## config.mk

```make
export PLATFORM = sky130hd
export DESIGN_NAME = link_burst_stage
export DESIGN_NICKNAME = d
export VERILOG_FILES = /design/src/rtl/lbs_pkg.sv /design/src/rtl/lbs_rx_pack.sv /design/src/rtl/lbs_rx_burst.sv /design/src/rtl/lbs_tx_burst.sv /design/src/rtl/lbs_tx_unpack.sv /design/src/rtl/link_burst_stage.sv
export SDC_FILE = /design/constraint.sdc
export NUM_CORES = 1
export LEC_CHECK = 0
export CORE_UTILIZATION = 48
export DETAILED_ROUTE_END_ITERATION = 7
export PLACE_DENSITY = 0.73
export SYNTH_ARGS = -nofsm -noshare
export SYNTH_HDL_FRONTEND = slang
export SYNTH_HIERARCHICAL = 1
export SYNTH_SLANG_ARGS = --single-unit
```

## constraint.sdc

```tcl
create_clock -name clk_i -period 2.24 [get_ports clk_i]
set_input_delay 0.672 -clock clk_i [delete_from_list [all_inputs] [get_ports clk_i]]
set_output_delay 0.672 -clock clk_i [all_outputs]
set_load 0.01 [all_outputs]
```

## src/rtl/lbs_pkg.sv

```systemverilog
package lbs_pkg;
  localparam int unsigned BYTE_W      = 8;
  localparam int unsigned WORD_W      = 64;
  localparam int unsigned LANES       = WORD_W / BYTE_W;
  localparam int unsigned BURST_BEATS = 4;
  typedef logic [BYTE_W-1:0] lane_t;
  typedef logic [WORD_W-1:0] word_t;
endpackage

```

## src/rtl/lbs_rx_pack.sv

```systemverilog
module lbs_rx_pack
  import lbs_pkg::*;
(
  input  logic  clk_i,
  input  logic  rst_ni,
  input  lane_t byte_i,
  input  logic  byte_valid_i,
  output logic  byte_ready_o,
  input  logic  space_i,
  output logic  push_o,
  output word_t word_o
);
  localparam int unsigned LW = $clog2(LANES);

  logic [LW-1:0] lane_q;
  word_t         asm_q;
  logic          full_q;
  logic          accept;
  logic          last;

  assign push_o       = full_q & space_i;
  assign byte_ready_o = ~full_q | push_o;
  assign accept       = byte_valid_i & byte_ready_o;
  assign last         = lane_q == LW'(LANES - 1);
  assign word_o       = asm_q;

  always_ff @(posedge clk_i or negedge rst_ni) begin
    if (!rst_ni) begin
      lane_q <= '0;
      asm_q  <= '0;
      full_q <= 1'b0;
    end else begin
      if (accept) begin
        asm_q[lane_q*BYTE_W +: BYTE_W] <= byte_i;
        lane_q <= last ? '0 : lane_q + 1'b1;
      end
      if (accept && last) full_q <= 1'b1;
      else if (push_o)    full_q <= 1'b0;
    end
  end
endmodule

```

## src/rtl/lbs_rx_burst.sv

```systemverilog
module lbs_rx_burst
  import lbs_pkg::*;
#(
  parameter int unsigned BURST = BURST_BEATS
) (
  input  logic  clk_i,
  input  logic  rst_ni,
  input  logic  push_i,
  input  word_t word_i,
  output logic  space_o,
  output logic  req_o,
  input  logic  ack_ni,
  output word_t data_o
);
  localparam int unsigned CW = $clog2(BURST + 1);
  localparam int unsigned IW = (BURST > 1) ? $clog2(BURST) : 1;

  word_t         mem_q [BURST];
  logic [CW-1:0] cnt_q;
  logic [IW-1:0] beat_q;
  logic          full;
  logic          beat;

  assign full    = cnt_q == CW'(BURST);
  assign req_o   = full;
  assign space_o = ~full;
  assign beat    = full & ~ack_ni;
  assign data_o  = mem_q[beat_q];

  always_ff @(posedge clk_i or negedge rst_ni) begin
    if (!rst_ni) begin
      for (int i = 0; i < BURST; i++) mem_q[i] <= '0;
      cnt_q  <= '0;
      beat_q <= '0;
    end else begin
      if (push_i && !full) begin
        mem_q[cnt_q[IW-1:0]] <= word_i;
        cnt_q <= cnt_q + 1'b1;
      end
      if (beat) begin
        if (beat_q == IW'(BURST - 1)) begin
          beat_q <= '0;
          cnt_q  <= '0;
        end else begin
          beat_q <= beat_q + 1'b1;
        end
      end
    end
  end
endmodule

```

## src/rtl/lbs_tx_burst.sv

```systemverilog
module lbs_tx_burst
  import lbs_pkg::*;
#(
  parameter int unsigned BURST = BURST_BEATS
) (
  input  logic  clk_i,
  input  logic  rst_ni,
  output logic  req_o,
  input  logic  ack_ni,
  input  word_t data_i,
  output word_t word_o,
  output logic  avail_o,
  input  logic  pop_i
);
  localparam int unsigned CW = $clog2(BURST + 1);
  localparam int unsigned IW = (BURST > 1) ? $clog2(BURST) : 1;

  word_t         mem_q [BURST];
  logic [CW-1:0] have_q, have_n;
  logic [IW-1:0] rptr_q, wptr_q;
  logic          req_q;
  logic          beat;
  logic          done;
  logic          pop;

  assign beat    = req_q & ~ack_ni;
  assign done    = beat & (wptr_q == IW'(BURST - 1));
  assign avail_o = have_q != '0;
  assign pop     = pop_i & avail_o;
  assign word_o  = mem_q[rptr_q];
  assign req_o   = req_q;

  always_comb begin
    if (done)     have_n = CW'(BURST);
    else if (pop) have_n = have_q - 1'b1;
    else          have_n = have_q;
  end

  always_ff @(posedge clk_i or negedge rst_ni) begin
    if (!rst_ni) begin
      for (int i = 0; i < BURST; i++) mem_q[i] <= '0;
      have_q <= '0;
      rptr_q <= '0;
      wptr_q <= '0;
      req_q  <= 1'b0;
    end else begin
      have_q <= have_n;
      req_q  <= have_n == '0;
      if (beat) begin
        mem_q[wptr_q] <= data_i;
        wptr_q <= done ? '0 : wptr_q + 1'b1;
      end
      if (done)     rptr_q <= '0;
      else if (pop) rptr_q <= rptr_q + 1'b1;
    end
  end
endmodule

```

## src/rtl/lbs_tx_unpack.sv

```systemverilog
module lbs_tx_unpack
  import lbs_pkg::*;
(
  input  logic  clk_i,
  input  logic  rst_ni,
  input  word_t word_i,
  input  logic  avail_i,
  output logic  pop_o,
  output lane_t byte_o,
  output logic  valid_o,
  input  logic  ready_i
);
  localparam int unsigned LW = $clog2(LANES);

  word_t         stg_q;
  logic [LW-1:0] lane_q;
  logic          vld_q;
  logic          take;
  logic          drained;

  assign take    = vld_q & ready_i;
  assign drained = take & (lane_q == LW'(LANES - 1));
  assign pop_o   = avail_i & (~vld_q | drained);
  assign byte_o  = stg_q[lane_q*BYTE_W +: BYTE_W];
  assign valid_o = vld_q;

  always_ff @(posedge clk_i or negedge rst_ni) begin
    if (!rst_ni) begin
      stg_q  <= '0;
      lane_q <= '0;
      vld_q  <= 1'b0;
    end else if (pop_o) begin
      stg_q  <= word_i;
      lane_q <= '0;
      vld_q  <= 1'b1;
    end else if (drained) begin
      lane_q <= '0;
      vld_q  <= 1'b0;
    end else if (take) begin
      lane_q <= lane_q + 1'b1;
    end
  end
endmodule

```

## src/rtl/link_burst_stage.sv

```systemverilog
module link_burst_stage
  import lbs_pkg::*;
#(
  parameter int unsigned BURST = BURST_BEATS
) (
  input  logic              clk_i,
  input  logic              rst_ni,
  input  logic [BYTE_W-1:0] rx_data_i,
  input  logic              rx_valid_i,
  output logic              rx_ready_o,
  output logic              wr_req_o,
  input  logic              wr_ack_ni,
  output logic [WORD_W-1:0] wr_data_o,
  output logic              rd_req_o,
  input  logic              rd_ack_ni,
  input  logic [WORD_W-1:0] rd_data_i,
  output logic [BYTE_W-1:0] tx_data_o,
  output logic              tx_valid_o,
  input  logic              tx_ready_i
);
  logic  rx_push, rx_space;
  word_t rx_word;
  logic  tx_avail, tx_pop;
  word_t tx_word;

  lbs_rx_pack u_rx_pack (
    .clk_i, .rst_ni,
    .byte_i(rx_data_i), .byte_valid_i(rx_valid_i), .byte_ready_o(rx_ready_o),
    .space_i(rx_space), .push_o(rx_push), .word_o(rx_word)
  );

  lbs_rx_burst #(.BURST(BURST)) u_rx_burst (
    .clk_i, .rst_ni,
    .push_i(rx_push), .word_i(rx_word), .space_o(rx_space),
    .req_o(wr_req_o), .ack_ni(wr_ack_ni), .data_o(wr_data_o)
  );

  lbs_tx_burst #(.BURST(BURST)) u_tx_burst (
    .clk_i, .rst_ni,
    .req_o(rd_req_o), .ack_ni(rd_ack_ni), .data_i(rd_data_i),
    .word_o(tx_word), .avail_o(tx_avail), .pop_i(tx_pop)
  );

  lbs_tx_unpack u_tx_unpack (
    .clk_i, .rst_ni,
    .word_i(tx_word), .avail_i(tx_avail), .pop_o(tx_pop),
    .byte_o(tx_data_o), .valid_o(tx_valid_o), .ready_i(tx_ready_i)
  );
endmodule

```

* Yosys cells after proc, flatten, opt, wreduce, memory -nomap -nowiden
Cells that the tools add are included.
** Word-level totals
- Bits in writable memories :: 0
- Word-level logic and storage cells :: 103
- Input port bits :: 78
- Memories :: 0
- ROM bits :: 0
- Latch bits :: 0
- Register bits after elaboration :: 661
** Cells by class
- Multiply operators :: 0
- Add/sub/neg operators :: 8
- Reduce and logical (&&, ||, !) cells :: 11
- Divide/modulo/power cells :: 0
- Shifts and indexed selects :: 3
- Multiplexer cells :: 30
- Eq/ne operators :: 5
- Order comparisons :: 6
- Bitwise operators :: 20
** Operators by type and width (count)
- 256-bit bitwise mux :: 2
- 64-bit two-way mux :: 6
- 64-bit binary-select mux with 2-bit select :: 2
- 64-bit demux with 2-bit select :: 2
- 64-bit bitwise mux :: 1
- 8-bit by 34-bit variable shift with 64-bit output (first input constant) :: 1
- 64-bit by 7-bit indexed part select with 8-bit output :: 1
- 8-bit by 34-bit indexed part select with 64-bit output :: 1
- 6-bit negator with 34-bit output :: 1
- 3-bit two-way mux :: 9
- 3-bit greater-or-equal comparator (second input constant) :: 4
- 2-bit NOT with 3-bit output :: 4
- 3-bit by 1-bit adder with 3-bit output (second input constant) :: 3
- 1-bit bitwise AND :: 9
- 3-bit == test (second input constant) :: 3
- 2-bit two-way mux :: 4
- 2-bit by 1-bit adder with 2-bit output (second input constant) :: 3
- 3-bit by 1-bit less-than comparator with 1-bit output (second input constant) :: 2
- 2-bit nonzero test :: 3
- 3-bit nonzero test :: 2
- 1-bit NOT :: 5
- 2-bit == test (second input constant) :: 2
- 1-bit logical AND :: 4
- 1-bit two-way mux :: 4
- 4 further kinds :: 5

* Longest topological paths before layout
Gate-level depths: netlist of run 1.
- Depth in word-level cells :: 8
- Mapped depth :: 12
- Depth with buffers taken out :: 9

* Modules after synthesis
Netlist of run 1, hierarchy kept.
** Modules (own cells, without submodules)
- lbs_tx_burst :: instances 1, cells each 668, area each 11552.3 um2, sequential area each 6606.3 um2
- lbs_rx_burst :: instances 1, cells each 647, area each 11422.2 um2, sequential area each 6531.3 um2
- lbs_tx_unpack :: instances 1, cells each 181, area each 3126.7 um2, sequential area each 1701.6 um2
- lbs_rx_pack :: instances 1, cells each 199, area each 2974.1 um2, sequential area each 1701.6 um2

* Worst setup path after synthesis of run 1
Ideal clock, no wire load.
- Kind :: reg-to-reg
- Start :: register u_rx_burst.cnt_q[0]
- End :: register u_rx_pack.asm_q[24] (netlist: u_rx_pack/word_o[24])
- Period minus slack after synthesis :: 2.339 ns
- Path slack :: -0.099 ns
- Arrival :: 2.214 ns
- Buffers on the path :: 3
- Stages on the path, launching flop included :: 12
- Path through :: dfrtp_1 > inv_1 > ha_1 > and2_0 > buf_2 > inv_1 > nand2b_4 > and2_1 > buf_6 > and4_1 > buf_6 > mux2_4
** Between the ends
- Cells in the longest elaborated chain, start to end :: 5
** Ends and longest elaborated chain
- from (decl) :: RTL line lbs_rx_burst.sv:19 : logic [CW-1:0] cnt_q;
- from (signal assigned) :: RTL line lbs_rx_burst.sv:38 : cnt_q <= cnt_q + 1'b1;
- 3-bit == test :: RTL line lbs_rx_burst.sv:24 : assign full = cnt_q == CW'(BURST);
- named net wr_req_o :: RTL line link_burst_stage.sv:11 : output logic wr_req_o,
- 1-bit NOT :: RTL line lbs_rx_burst.sv:26 : assign space_o = ~full;
- named net rx_space :: RTL line link_burst_stage.sv:21 : logic rx_push, rx_space;
- 1-bit bitwise AND :: RTL line lbs_rx_pack.sv:21 : assign push_o = full_q & space_i;
- 1-bit OR :: RTL line lbs_rx_pack.sv:22 : assign byte_ready_o = ~full_q | push_o;
- named net rx_ready_o :: RTL line link_burst_stage.sv:10 : output logic rx_ready_o,
- 1-bit bitwise AND :: RTL line lbs_rx_pack.sv:23 : assign accept = byte_valid_i & byte_ready_o;
- to (signal, indexed assignment) :: RTL line lbs_rx_pack.sv:34 : asm_q[lane_q*BYTE_W +: BYTE_W] <= byte_i;
- to (decl) :: RTL line lbs_rx_pack.sv:16 : word_t asm_q;
The timed path passes the listed nets, and every way through them passes these cells.
A chain may end at the register's enable or synchronous reset.

* Final worst setup path of run 1
- Start :: register u_rx_burst.beat_q[0]
- End :: output port wr_data_o[47]
** Between the ends
- Cells in the longest elaborated chain, start to end :: 4
** Ends and longest elaborated chain
- from (decl) :: RTL line lbs_rx_burst.sv:20 : logic [IW-1:0] beat_q;
- from (signal assigned) :: RTL line lbs_rx_burst.sv:45 : beat_q <= beat_q + 1'b1;
- 2-bit NOT with 3-bit output (not written as such) :: RTL line lbs_rx_burst.sv:28 : assign data_o = mem_q[beat_q];
- 64-bit binary-select mux with 2-bit select :: RTL line lbs_rx_burst.sv:28
- 64-bit two-way mux (not written as such) (2 in series) :: RTL line lbs_rx_burst.sv:28
- to (decl) :: RTL line link_burst_stage.sv:13 : output logic [WORD_W-1:0] wr_data_o,
No other way between the ends. The select of a mux whose other input is x is not followed.

==> run summary, run 1 <==
Sw Pwr: 13.9 mW
cells after synthesis: 1695
Yosys warnings: 6
Gate power share: 33.1%
Sink Count: 661
Final period util: 128%
# DRC: 0
later-pin clock latency in the skew report: 0.61 ns
multiplexer share of the synthesized area: 36.8%
global routing usage on met2: 35.4%
die area: 0.0616 mm2
Synth Area in Compound Gates: 0.611%
top fanout value on the critical path: 5
syn_area_per_cell: 17.2 um2
Worst-Margin Slew: 0.774 ns
P_leak: 16.4 nW
fraction of the mapped netlist area in simple logic gates: 1.91%
worst r2r path cells: 8
EDFF count, synth: 0
CP cell instances: buf_12, buf_8, buf_12, mux4_2, buf_6
Clk pwr share: 25.2%
largest net degree at the start of global routing: 86
die height: 248 um
sequential area share after synthesis: 56.9%
Synth-to-Final Area Change: 21.8%
Boundary Pins: 154
synthesized area: 0.0291 mm2
failing checks: setup timing
adder-cell share of the synthesized area: 0.775%
most numerous cell on the critical path: buf_12
power share of the sequential group: 41.7%
Place WS: -0.392 ns
CP max-delay cell: dfrtp_4
Max Cap Viol: 0
starting density of the core: 48.9%
GRT Total Usage: 22.5%
FF/Latch Area: 0.0166 mm2
type of origin of the critical path: flop
global-route met1 utilization: 31.2%
multi-input logic area: 0.0117 mm2
Most Used Layer, Global Route: met2
worst path arrival time: 2.19 ns
Post-Syn Nets: 1791
Clk pin slew, worst setup/hold paths: 0.06 ns
Net Sw Frac: 29.7%
final hold vios: 0
Crit Path Category: flop to output port
run status: complete, but fails checks
critical path capture point type: output port
dpl hpwl: 43100 um
total routed wirelength: 67200 um
Clock Tree Buf Depth: 3
first-pass GRT wire length: 105000 um
wire per inst: 24.1 um
Pint: 33.0 mW
vias per cell: 5.72
Max Freq: 0.350 GHz
GPL Wtd Cong: 0.827
max_slew headroom: 48.3%
grt ovf: 0
post-synthesis async set-or-reset flop share: 100%
most used flip-flop cell after synthesis: dfrtp_1
xor and xnor area share after synthesis: 0%
DR iter-0 viols: 955
Die X: 248 um
CTS tree: built
# nets final: 2061
Hold Slack: 0.0268 ns
DRT antenna net count: 0
Setup violations, final: 74
H-Tree Depth: 3
Total Power: 46.9 mW
Final Critical Period: 2.86 ns
unrepaired setup endpoints after global routing: yes
PD cells: 1330 mW/mm2
FP Rows: 89
fraction of layout cells with a size suffix above 1: 56.5%
worst stage delay on the critical path: 0.52 ns
final setup margin: -0.619 ns
Yosys reg bits: 661
Placed Cells: 2626
Final Non-Filler Cells: 2793
DRT Pass-1 Iters: 6
fillers: 4407
fin. max-slew vios: 0
TritonCTS Buffers: 72
vias in the first global route: 17.6k
Required @ worst endpoint: 1.57 ns
port bufs: 153
number of hold buffers added after cts: 0
Global Route met3 Usage: 5.30%
clk_skew: 0.0157 ns
maximum vdd drop: 0.680 mV
routed vias: 16.0k
Min-Delay Path Class: input port to async pin
largest family of logic cells by synthesized area: multiplexers
initial antenna violation count: 9
core area: 0.0595 mm2
clk root buf: clkbuf_16
library cells used by synthesis: 53
-- worst max-delay path, delay by kind of cell, from the launching register on --
kind	cells	cell delay [ns]
multiplexers	1	0.48
buffers and inverters	4	0.57
flip-flops	1	0.52
-- power by group through the flow --
| stage | Sequential (mW) | Combinational [mW] | Clock [mW] |
|---|---|---|---|
| 6_report | 19.6 | 15.5 | 11.8 |
| 5_1_grt | 20.1 | 16.5 | 12.6 |
| 4_1_cts | 19.5 | 15.4 | 12.1 |
| 3_5_place_dp | 19.6 | 14.0 | 0 |
| 3_3_place_gp | 19.2 | 13.7 | 0 |
| 2_1_floorplan | 18.1 | 10.0 | 0 |
-- through the flow --
step	instance area, um2	TNS [ns]	util, %
finish	35400	-38.55	59.6
global route	35400	-42.80	59.6
CTS	35200	-40.94	59.2
detailed placement	32200	-84.26	54.2
global placement	32200	-74.13	54.2
floorplan	29100	0	-
-- worst paths after layout --
| kind | slack, ns | to | start |
|---|---|---|---|
| worst max-delay path | -0.62 | wr_data_o[47] | u_rx_burst/beat_q[0] |
| worst min-delay path | 0.03 | u_tx_burst/mem_q[244] | rst_ni |
| worst max register to register | 0.03 | u_tx_unpack/stg_q[1] | u_tx_burst/have_q[0] |
| worst min register to register | 0.49 | u_tx_burst/mem_q[214] | u_tx_burst/mem_q[214] |
| max in group asynchronous | 1.40 | u_tx_burst/rptr_q[0] | rst_ni |
| min in group clk_i | 0.49 | u_tx_burst/mem_q[214] | u_tx_burst/mem_q[214] |
-- cell usage in the layout, fill, tap and decap left out, types with 4 or more instances in the layout --
cell type / n
mux2_4: 23
a21oi_1: 5
o21ai_0: 8
dfrtp_1: 656
mux2_2: 604
buf_12: 56
nor2b_1: 10
clkinv_2: 5
buf_8: 5
and3_1: 4
clkbuf_16: 75
ha_1: 13
nand2_4: 5
clkdlybuf4s50_1: 76
mux2_1: 23
mux4_2: 144
nand2_1: 11
buf_6: 86
clkbuf_8: 17
buf_2: 4
inv_1: 10
buf_4: 55
nor2_1: 8
clkbuf_1: 21
inv_2: 4
buf_16: 11
and2_1: 10
-- layer usage --
| metal | part of all wire (%) | vias to the layer above |
|---|---|---|
| met1 | 44 | 8656 |
| met2 | 48 | 340 |
| met4 | 2.2 | 14 |
| met3 | 5.5 | 106 |
| li1 | - | 6853 |
| met5 | 0.12 | - |
-- timing repair --
item	in CTS	in global routing
endpoints found under the setup margin	144	167
gates resized for setup	443	56
setup buffers	30	5
pin swaps	2	9
cloned	12	1
-- area by class of cell --
type,instances,share of cell area [%]
flip-flops and latches,661,46.7
multi-input cells,917,33.1
repair buffers,296,10.5
clock buffers,112,6.11
well taps,773,2.73
clock inverters,15,0.590
inverters,17,0.223
diodes,2,0.0141
-- Yosys cell counts, drive strengths merged (2+ instances only) --
master,count,area (um2)
o21ai,8,40.0
mux4,144,3300
dfrtp,661,16500
mux2,650,7370
buf,93,780
nand3b,2,15.0
a22o,3,26.3
o211ai,2,15.0
nand2b,3,33.8
inv,17,68.8
nor2b,10,62.6
nand4,3,40.0
and3,4,25.0
nand4b,2,30.0
mux2i,3,30.0
nand3,2,15.0
clkbuf,7,26.3
nand2,17,91.3
a21boi,3,33.8
ha,18,225
and2,13,81.3
a21oi,6,30.0
nor2,10,53.8
or3,3,18.8
-- state kept, by name, indices dropped and copies added, names as in the netlist --
name	flops
u_tx_burst/mem_q	256
u_tx_burst/rptr_q	2
u_rx_pack/full_q	1
u_rx_pack/lane_q	3
u_tx_unpack/stg_q	64
u_tx_burst/have_q	3
u_rx_burst/cnt_q	3
u_tx_unpack/valid_o	1
u_rx_burst/mem_q	256
u_tx_burst/req_o	1
u_tx_burst/wptr_q	2
u_rx_pack/word_o	64
u_rx_burst/beat_q	2
u_tx_unpack/lane_q	3
-- cells by family after synthesis --
| group | count (synthesis) |
|---|---|
| buf+inv | 117 |
| simple gates | 76 |
| fa+ha+maj | 18 |
| mux | 797 |
| compound gates | 26 |
| flops | 661 |
Note: power is estimated with default switching activity, not from simulation.
==> run 2: changes to the inputs <==
REMOVE_ABC_BUFFERS = 1   (was not set)
==> run 2 against run 1 <==
  * The run still ends with setup timing left
  * Global-route usage decreased by 1.1 points
  * Clock-buffer cell count decreased by 1
  * Die area unchanged
  * Non-clock buffer count increased by 18
  * Combinational power about the same
  * Critical path type unchanged
  * Largest power group unchanged
==> run summary, run 2 (synthesis gave the netlist of run 1 again) <==
Final Non-Filler Cells: 2808
Hold Path Depth: 1
run status: complete, but fails checks
total routed wirelength: 64200 um
TritonCTS Buffers: 70
multi-input logic area: 0.0118 mm2
Total Power: 45.8 mW
FP Rows: 89
# DRC: 0
Placed Cells: 2642
DRT Pass-1 Iters: 4
DR iter-0 viols: 764
starting density of the core: 48.9%
Clk pin slew, worst setup/hold paths: 0.06 ns
FF/Latch Area: 0.0166 mm2
FF-to-FF setup slack: -0.03 ns
vias in the first global route: 17.5k
largest registers: u_rx_burst/mem_q (256), u_tx_burst/mem_q (256)
clk root buf: clkbuf_16
Max Freq: 0.345 GHz
leading cell type in the layout, fill and taps excluded: dfrtp_1
initial antenna violation count: 4
Crit Path Category: flop to output port
failing checks: setup timing
wire per inst: 22.9 um
maximum vdd drop: 0.637 mV
clk_skew: 0.0265 ns
P_leak: 16.4 nW
Final period util: 129%
commonest cells after routing, fill and taps aside: 656 x dfrtp_1, 589 x mux2_2, 144 x mux4_2, 84 x buf_4, 80 x buf_6
die height: 248 um
worst path arrival time: 2.22 ns
CTS tree: built
# nets final: 2077
port bufs: 153
Net Sw Frac: 28.9%
Max Cap Viol: 0
DRT antenna net count: 0
Gate power share: 33.4%
grt ovf: 0
Final Critical Period: 2.90 ns
Clk pwr share: 24.6%
vias per cell: 5.62
die area: 0.0616 mm2
fraction of layout cells with a size suffix above 1: 56.4%
fillers: 4387
Min-Delay Path Class: flop to flop
final hold vios: 0
Pint: 32.6 mW
critical path capture point type: output port
Worst-Margin Slew: 0.703 ns
FF-to-FF End: u_rx_burst/mem_q[218]
routed vias: 15.8k
Synth-to-Final Area Change: 21.4%
unrepaired setup endpoints after global routing: yes
max_slew headroom: 53.2%
Sink Count: 661
fin. max-slew vios: 0
Required @ worst endpoint: 1.57 ns
GRT Total Usage: 21.4%
Hold Slack: 0.486 ns
GPL Wtd Cong: 0.785
Sw Pwr: 13.2 mW
H-Tree Depth: 3
first-pass GRT wire length: 101000 um
Setup violations, final: 99
worst r2r path cells: 9
dpl hpwl: 41500 um
Hold Path Origin: u_tx_burst/mem_q[216]
top fanout value on the critical path: 5
later-pin clock latency in the skew report: 0.61 ns
Clock Tree Buf Depth: 3
PD cells: 1300 mW/mm2
type of origin of the critical path: flop
Worst R2R Start: u_rx_burst/cnt_q[1]
Hold EP: u_tx_burst/mem_q[216]
power share of the sequential group: 42.0%
largest net degree at the start of global routing: 75
core area: 0.0595 mm2
post-layout util: 59.4%
final setup margin: -0.656 ns
Die X: 248 um
Boundary Pins: 154
-- run 2: changes by cell type in the layout (fill, tap and decap cells not counted), moves of 4 or more --
cell | previous run | this run
buf_16 | 11 | 5
buf_4 | 55 | 84
buf_6 | 86 | 80
clkbuf_1 | 21 | 25
mux2_2 | 604 | 589
mux2_4 | 23 | 38
-- run 2: how the worst max path moves through the flow --
stage	from	end	slack (ns)	cells after the start
global placement	u_tx_unpack/lane_q[0]	tx_data_o[2]	-0.37	4
floorplan	u_rx_burst/beat_q[0]	wr_data_o[0]	-1.72	1
finish	u_tx_unpack/lane_q[0]	tx_data_o[3]	-0.66	5
detailed placement	u_tx_unpack/lane_q[0]	tx_data_o[2]	-0.37	4
global route	u_tx_unpack/lane_q[0]	tx_data_o[3]	-0.71	5
CTS	u_tx_unpack/lane_q[0]	tx_data_o[3]	-0.69	5
-- run 2: worst max-delay path, stage by stage, from the launching register on --
cell and delay (ns):
dfrtp_1 0.41, buf_12 0.15, buf_8 0.12, mux4_2 0.50, mux2_4 0.31, buf_6 0.13
-- run 2: area by class of cell --
cell class	count	area share [%]
clock inverter	13	0.507
tap	773	2.74
timing repair buffer	314	10.5
multi-input combinational	917	33.3
sequential	661	46.9
antenna	2	0.0142
inverter	17	0.206
clock buffer	111	5.85
-- run 2: what timing repair did --
action,CTS,global route
gates cloned,7,4
hold buffers,1,0
hold endpoints to repair,7,0
endpoints found under the setup margin,76,132
buffers inserted,23,11
resized for setup,413,62
pin swaps,0,8
-- run 2: per-layer routing --
metal	GRT usage (%)	routed length, um	vias up
li1	-	-	6886
met1	29.6	28500	8600
met2	35.2	32400	237
met3	3.28	2280	67
met4	6.42	1010	4
met5	0	23	-
-- run 2: through the flow --
step	setup TNS [ns]	worst slack (ns)	instance area [um2]
after detailed placement	-35.89	-0.365	32300
after global placement	-30.31	-0.370	32300
final	-37.27	-0.656	35300
after global routing	-44.37	-0.707	35300
after floorplan	-474.23	-1.72	28300
after CTS	-41.22	-0.690	35000
-- run 2: power by group through the flow --
stage,Clock (mW),Sequential [mW],Combinational (mW)
finish,11.3,19.2,15.3
floorplan,0,18.9,8.91
detailed placement,0,19.4,14.0
global placement,0,19.0,13.5
global route,12.1,19.8,16.4
CTS,11.6,19.2,15.2
